$ cat config.mk
export PLATFORM = sky130hd
export DESIGN_NAME = hdlc_irq_status
export DESIGN_NICKNAME = d
export VERILOG_FILES = /design/src/rtl/hdlc_irq_pkg.sv /design/src/rtl/hdlc_sticky_bit.sv /design/src/rtl/hdlc_ones_run.sv /design/src/rtl/hdlc_thresh_cmp.sv /design/src/rtl/hdlc_irq_status.sv
export SDC_FILE = /design/constraint.sdc
export NUM_CORES = 1
export LEC_CHECK = 0
export CAP_MARGIN = 5
export CORE_MARGIN = 2
export CORE_UTILIZATION = 25
export DETAILED_ROUTE_END_ITERATION = 7
export HOLD_SLACK_MARGIN = 0.02
export SYNTH_ARGS = -nofsm -noshare
export SYNTH_HDL_FRONTEND = slang
export SYNTH_HIERARCHICAL = 1
export SYNTH_SLANG_ARGS = --single-unit
$ cat constraint.sdc
create_clock -name clk -period 5.83 [get_ports clk]
set_clock_uncertainty 0.15 [all_clocks]
set_input_delay 1.166 -clock clk [delete_from_list [all_inputs] [get_ports clk]]
set_output_delay 1.166 -clock clk [all_outputs]
set_load 0.03 [all_outputs]
$ cat src/rtl/hdlc_irq_pkg.sv
package hdlc_irq_pkg;
  localparam int STAT_W   = 8;
  localparam int LATCH_W  = 7;
  // bit positions of the status word (software decodes these)
  localparam int B_TDONE  = 0;
  localparam int B_TEMPTY = 1;
  localparam int B_UNDABT = 2;
  localparam int B_RFULL  = 3;
  localparam int B_REOF   = 4;
  localparam int B_ROVR   = 5;
  localparam int B_RIDLE  = 6;
  localparam int B_RSVD   = 7;
  localparam int IDLE_RUN = 15;
endpackage

$ cat src/rtl/hdlc_sticky_bit.sv
module hdlc_sticky_bit #(
  parameter bit RST_VAL = 1'b0
) (
  input  logic clk,
  input  logic rst_n,
  input  logic set_i,
  input  logic clr_i,
  output logic q_o
);
  // set wins over clear so an event meeting a read is kept
  always_ff @(posedge clk) begin
    if (!rst_n)      q_o <= RST_VAL;
    else if (set_i)  q_o <= 1'b1;
    else if (clr_i)  q_o <= 1'b0;
  end
endmodule

$ cat src/rtl/hdlc_ones_run.sv
module hdlc_ones_run #(
  parameter int RUN_LEN = 15
) (
  input  logic clk,
  input  logic rst_n,
  input  logic bit_valid,
  input  logic bit_val,
  output logic hit_o
);
  localparam int CNT_W = $clog2(RUN_LEN + 1);
  localparam logic [CNT_W-1:0] LAST = CNT_W'(RUN_LEN - 1);
  localparam logic [CNT_W-1:0] FULL = CNT_W'(RUN_LEN);

  logic [CNT_W-1:0] run_q;

  always_ff @(posedge clk) begin
    if (!rst_n) run_q <= '0;
    else if (bit_valid) begin
      if (!bit_val)          run_q <= '0;
      else if (run_q != FULL) run_q <= run_q + 1'b1;
    end
  end

  // one pulse per run: only the step onto the saturated count
  assign hit_o = bit_valid && bit_val && (run_q == LAST);
endmodule

$ cat src/rtl/hdlc_thresh_cmp.sv
module hdlc_thresh_cmp #(
  parameter int LVL_W    = 6,
  parameter bit AT_ABOVE = 1'b0
) (
  input  logic [LVL_W-1:0] lvl_i,
  input  logic [LVL_W-1:0] thr_i,
  output logic             hit_o
);
  generate
    if (AT_ABOVE) begin : g_ge
      assign hit_o = (lvl_i >= thr_i);
    end else begin : g_le
      assign hit_o = (lvl_i <= thr_i);
    end
  endgenerate
endmodule

$ cat src/rtl/hdlc_irq_status.sv
module hdlc_irq_status
  import hdlc_irq_pkg::*;
#(
  parameter int LVL_W = 6
) (
  input  logic             clk,
  input  logic             rst_n,
  input  logic             ev_frame_sent,
  input  logic             ev_abort_sent,
  input  logic             ev_underrun_abort,
  input  logic             ev_rx_eof,
  input  logic             ev_rx_overrun,
  input  logic             rx_bit_valid,
  input  logic             rx_bit,
  input  logic [LVL_W-1:0] tx_level,
  input  logic [LVL_W-1:0] tx_empty_thr,
  input  logic [LVL_W-1:0] rx_level,
  input  logic [LVL_W-1:0] rx_full_thr,
  input  logic             transparent,
  input  logic             dyn_mode,
  input  logic             tx_reset,
  input  logic             cpu_sel,
  input  logic             cpu_wr,
  input  logic             cpu_addr,
  input  logic [7:0]       cpu_wdata,
  output logic [7:0]       cpu_rdata,
  output logic             irq,
  output logic             tx_inhibit
);
  logic               rd_stat;
  logic               wr_en;
  logic               te_live;
  logic               rf_live;
  logic               idle_hit;
  logic               tx_zero_q;
  logic               tx_drained;
  logic [LATCH_W-1:0] set_vec;
  logic [LATCH_W-1:0] latch_q;
  logic [STAT_W-1:0]  stat_view;
  logic [STAT_W-1:0]  enable_q;

  assign rd_stat = cpu_sel && !cpu_wr && !cpu_addr;
  assign wr_en   = cpu_sel &&  cpu_wr &&  cpu_addr;

  hdlc_thresh_cmp #(.LVL_W(LVL_W), .AT_ABOVE(1'b0)) u_te_cmp (
    .lvl_i(tx_level), .thr_i(tx_empty_thr), .hit_o(te_live));

  hdlc_thresh_cmp #(.LVL_W(LVL_W), .AT_ABOVE(1'b1)) u_rf_cmp (
    .lvl_i(rx_level), .thr_i(rx_full_thr), .hit_o(rf_live));

  hdlc_ones_run #(.RUN_LEN(IDLE_RUN)) u_idle (
    .clk(clk), .rst_n(rst_n), .bit_valid(rx_bit_valid),
    .bit_val(rx_bit), .hit_o(idle_hit));

  // transmit FIFO drain edge for transparent mode
  always_ff @(posedge clk) begin
    if (!rst_n) tx_zero_q <= 1'b1;
    else        tx_zero_q <= (tx_level == '0);
  end
  assign tx_drained = (tx_level == '0) && !tx_zero_q;

  always_comb begin
    set_vec           = '0;
    set_vec[B_TDONE]  = transparent ? (tx_drained || tx_reset)
                                    : (ev_frame_sent || ev_abort_sent);
    set_vec[B_TEMPTY] = te_live;
    set_vec[B_UNDABT] = ev_underrun_abort && !transparent;
    set_vec[B_RFULL]  = rf_live;
    set_vec[B_REOF]   = ev_rx_eof && !transparent;
    set_vec[B_ROVR]   = ev_rx_overrun;
    set_vec[B_RIDLE]  = idle_hit;
  end

  genvar gi;
  generate
    for (gi = 0; gi < LATCH_W; gi++) begin : g_bit
      hdlc_sticky_bit #(.RST_VAL(gi == B_TEMPTY)) u_bit (
        .clk(clk), .rst_n(rst_n), .set_i(set_vec[gi]),
        .clr_i(rd_stat), .q_o(latch_q[gi]));
    end
  endgenerate

  always_comb begin
    stat_view           = {1'b0, latch_q};
    stat_view[B_TEMPTY] = dyn_mode ? te_live : latch_q[B_TEMPTY];
    stat_view[B_RFULL]  = dyn_mode ? rf_live : latch_q[B_RFULL];
    stat_view[B_RSVD]   = 1'b0;
  end

  always_ff @(posedge clk) begin
    if (!rst_n)     enable_q <= '0;
    else if (wr_en) enable_q <= cpu_wdata;
  end

  always_ff @(posedge clk) begin
    if (!rst_n) irq <= 1'b0;
    else        irq <= |(stat_view & enable_q);
  end

  assign cpu_rdata  = cpu_addr ? enable_q : stat_view;
  assign tx_inhibit = latch_q[B_UNDABT];
endmodule

== After elaboration in Yosys (flattened, before gate mapping) ==
Cells that the tools add are included.
W data, S select, Z words.
Word-level totals
  output and inout port bits: 10
  input bits: 47
  bits in registers: 21
  logic and storage cells: 57
Cells by class
  muxes and demuxes: 13
  add/sub/neg operators: 1
  bitwise logic cells: 2
  equal/unequal tests: 3
  magnitude comparators: 2
  reduce and logical (&&, ||, !) cells: 25
Operators with widths (count)
  $reduce_bool A2 Y1: 6
  $mux W1: 10
  $logic_and A1 B1 Y1: 9
  $and A7 B8 Y8: 1
  $mux W4: 2
  $mux W8: 1
  $reduce_or A8 Y1: 1
  $ge A6 B6 Y1: 1
  $le A6 B6 Y1: 1
  $logic_not A6 Y1: 1
  $add A4 B1 Y4 const B: 1
  $eq A4 B4 Y1 const B: 1
  $logic_not A1 Y1: 4
  $ne A4 B4 Y1 const B: 1
  $logic_or A1 B1 Y1: 2
  $ne A2 B1 Y1 const B: 1
  $reduce_and A2 Y1: 1
  $reduce_or A2 Y1: 1
  $not A1 Y1: 1

== Longest topological paths before layout ==
  word-level depth: 5
  gate-level depth with buffers: 8
  gate-level depth less buffers: 8

== Cells and area by module ==
The synthesis kept the hierarchy.
Modules (own cells, without submodules)
  hdlc_irq_status: times used 1, cells each 52, area each 520.5 um^2, seq. area each 200.2 um^2
  hdlc_sticky_bit (g_bit[0].u_bit ...): times used 6, cells each 3, area each 41.3 um^2, seq. area each 20.0 um^2
  hdlc_ones_run: times used 1, cells each 27, area each 227.7 um^2, seq. area each 80.1 um^2
  hdlc_thresh_cmp (u_te_cmp): times used 1, cells each 23, area each 156.4 um^2, seq. area each 0.0 um^2
  hdlc_thresh_cmp (u_rf_cmp): times used 1, cells each 19, area each 137.6 um^2, seq. area each 0.0 um^2
  hdlc_sticky_bit (g_bit[1].u_bit): times used 1, cells each 3, area each 33.8 um^2, seq. area each 20.0 um^2

== Least setup slack after synthesis ==
Ideal clock, no wire load.
  kind: input to output
  start point: input rx_level[0]
  end point: output cpu_rdata[3]
  path slack: 2.041 ns
  path buffers: 0
  data arrival time: 2.473 ns
  required time: 4.514 ns
  stages: 7
  path through: inv_1 > ha_1 > nand2b_1 > a21oi_1 > o221ai_1 > mux2_2 > mux2_2
Between the ends
  cells in the longest elaborated chain, start to end: 3
Ends and longest elaborated chain
  start: declaration: line hdlc_irq_status.sv:17  | input logic [LVL_W-1:0] rx_level,
  $ge A6 B6 Y1: line hdlc_thresh_cmp.sv:11  | assign hit_o = (lvl_i >= thr_i);
  via rf_live: line hdlc_irq_status.sv:33  | logic rf_live;
  $mux W1: line hdlc_irq_status.sv:86  | stat_view[B_RFULL] = dyn_mode ? rf_live : latch_q[B_RFULL];
  $mux W8: line hdlc_irq_status.sv:100  | assign cpu_rdata = cpu_addr ? enable_q : stat_view;
  end: declaration: line hdlc_irq_status.sv:26  | output logic [7:0] cpu_rdata,
The timed path passes the listed nets, and every way through them passes these cells.

== Final worst setup path ==
  start point: input tx_empty_thr[5]
  end point: output cpu_rdata[1]
Between the ends
  cells in the longest elaborated chain, start to end: 3
Ends and longest elaborated chain
  start: declaration: line hdlc_irq_status.sv:16  | input logic [LVL_W-1:0] tx_empty_thr,
  $le A6 B6 Y1: line hdlc_thresh_cmp.sv:13  | assign hit_o = (lvl_i <= thr_i);
  via set_vec[1]: line hdlc_irq_status.sv:37  | logic [LATCH_W-1:0] set_vec;
  $mux W1: line hdlc_irq_status.sv:85  | stat_view[B_TEMPTY] = dyn_mode ? te_live : latch_q[B_TEMPTY];
  $mux W8: line hdlc_irq_status.sv:100
The timed path passes the listed nets, and every way through them passes these cells.

==> reports/qor.yml <==
global_routing:
  busiest_layer: "met2"
  antenna_found_initial: 0
  use_met1: 0.1414
  gr-usage-met2: 0.1658
  met3_usage: 0.02118
  grt_start_max_net_pins: 16
  grt_usage: 0.1073
  grt_pass1_vias: 1112
  gr-total-overflow: 0
  grt_pass1_wl_um: 5126
die:
  initial_core_util: 0.2592
  die_y_um: 76.77
  core_region_area_um2: 5107
  die-area_um2: 5893
  die_w_um: 76.77
  ios: 57
  rows: 26
cts:
  cts_max_level: 1
  holdBufCountCts: 0
  clockBufferDepth: 2
  cts_root_buf: "clkbuf_8"
  cts_setup_buffers: 0
  cts_sinks: 21
  cts_tree: "yes"
  cts_resized: 0
  clock_latency_ps: 260
  clk_pin_slew_ps: 80
  cts_buffers: 3
yosys:
  ys_top_cells_by_area: "dfxtp_1, ha_1, mux2_2"
  syn_area_um2: 1324
  synth_nets: 203
  yosys_warnings: 6
  ys_dominant_reg_cell: "dfxtp_1"
  synth_cell_types: 34
  synth-edff-count: 0
  ys_seq_area_frac: 0.3176
  synth_top_area_share: 0.3176
  synth.avg_cell_area_um2: 9.322
  synthMostInstantiatedCell: "dfxtp_1"
  synth_common_cells: "dfxtp_1, inv_1, ha_1"
  synth-seq-cells: 21
  yosysTopAreaCell: "dfxtp_1"
  async_flop_share: 0
  netlist_instances: 142
setup_path:
  max_stage_delay_ps: 680
  critPathKind: "primary input to output pin"
  worstPathRequired_ps: 4510
  cp_top_family: "buffers and inverters"
  worstPathCellList: "clkdlybuf4s50_1 -> inv_1 -> ha_1 -> a21o_1 -> o31ai_1 -> mux2_2 -> mux2_2 -> clkdlybuf4s50_1"
  path_buf_inv: 3
  cpMaxStageDelayCell: "clkdlybuf4s50_1"
  cp.arrival_ps: 3550
  end_kind: "output pin"
  cp_max_fo: 3
  crit_path_start_kind: "primary input"
cells_and_area:
  antenna_cells: 0
  nNetsFinal: 263
  multi_input_area_um2: 839.6
  drive_gt1_frac: 0.1095
  fillers: 514
  seqCellArea_um2: 420.4
  final_core_util: 0.3951
  instances_no_fill: 271
  area_delta_synth_final_pct: 52.46
timing:
  maxSlewViolCount: 0
  rsz0062_at_grt: "no"
  max_freq_mhz: 205.6
  setup_violations: 0
  setup_tns_ps: 0
  slew_headroom: 0.2421
  fin_crit_sh: 0.8345
  worstMarginPinSlew_ps: 1132
  hold_viol_final: 0
  fin_crit_ps: 4865
routing:
  drt-initial-drc-count: 20
  avgViaCountPerCell: 4.317
  remaining_drc_errors: 0
  first_pass_iters: 4
  ant_nets: 0
  num_vias: 1170
  wl_per_cell_um: 10.89
  wirelength_um: 2952
placed_design:
  dp_hpwl_um: 2369
  port_buffers: 56
  gp_congestion: 0.6987
  place_inst: 267
power_and_ir_drop:
  peakVddDrop_v: 0.00007040
  power.leakage_nw: 0.8689
  power_density_nw_per_um2: 172.1
job:
  maxCapViolCount: 0
status:
  outcome: "finished, final reports clean"
worst_hold_path:
  hold_path_class: "register to register"
-- final timing paths --
check                                        start                 end  slack [ps]  depth (start not counted)
worst max-delay path               tx_empty_thr[5]        cpu_rdata[1]         970                          8
worst min-delay path            g_bit[1].u_bit/q_o  g_bit[1].u_bit/q_o         330                          2
worst max register to register     u_idle/run_q[0]     u_idle/run_q[3]        4470                          4
worst min register to register  g_bit[1].u_bit/q_o  g_bit[1].u_bit/q_o         330                          2
-- placed cells by master, fill, tap and decap left out, types with 3 or more instances in the layout --
| master | n |
|---|---|
| a21oi_1 | 6 |
| clkbuf_8 | 3 |
| clkdlybuf4s50_1 | 56 |
| dfxtp_1 | 21 |
| ha_1 | 14 |
| inv_1 | 15 |
| mux2_2 | 9 |
| mux2i_1 | 10 |
| nand2_1 | 8 |
| nand2b_1 | 3 |
| nand3_1 | 4 |
| nor2_1 | 10 |
| nor2b_4 | 6 |
| o21a_1 | 6 |
-- cell families after synthesis --
group	count (synthesis)	share of synthesized area
buffers and inverters	18	0.05197
AND/OR/NAND/NOR	45	0.2136
AO/OA/AOI/OAI	25	0.1323
adder cells (fa/ha/maj)	14	0.1323
flip-flops	21	0.3176
multiplexers	19	0.1522
-- through the flow --
step	power [mW]	hold slack [ps]	area (µm²)	worst slack, ps
5_1_grt	0.3723	361.3	2018	828.5
4_1_cts	0.3545	335.8	2018	937.4
3_5_place_dp	0.2557	312.9	1972	956.1
2_1_floorplan	0.2048	293.8	1324	2041
6_report	0.3474	331.1	2018	965.0
3_3_place_gp	0.2553	316.6	1972	944.4
-- area by class of cell --
cell class,instances,area share
clock buffers,3,0.02046
clock inverters,1,0.002480
inverters,17,0.03162
multi-input cells,103,0.4160
flip-flops and latches,21,0.2083
well taps,70,0.04340
repair buffers,56,0.2777
-- tightest hold or removal path, cell delays in order, from the launching register on --
cell	delay, ps
dfxtp_1	330
nand2b_1	60
nand3b_1	70
-- routing by layer --
layer  share of wire  wire (µm)  up-vias
met5               0          0        -
met4           0.013         39        0
met3           0.060        177        2
met2            0.43       1263       39
met1            0.50       1471      510
li1                -          -      619
-- power by group --
part	leakage (nW)	internal [mW]	switching, mW
sequential	0.172	0.150	0.00436
combinational	0.672	0.0582	0.0391
clock	0.0255	0.0476	0.0485
total	0.869	0.255	0.0919
-- sequential cells by signal, indices dropped and copies added (netlist names) --
| name | flops |
|---|---|
| enable_q | 8 |
| g_bit.u_bit/q_o | 7 |
| irq | 1 |
| u_idle/run_q | 4 |
| tx_zero_q | 1 |
No activity file was read; power rests on OpenSTA's default activity.
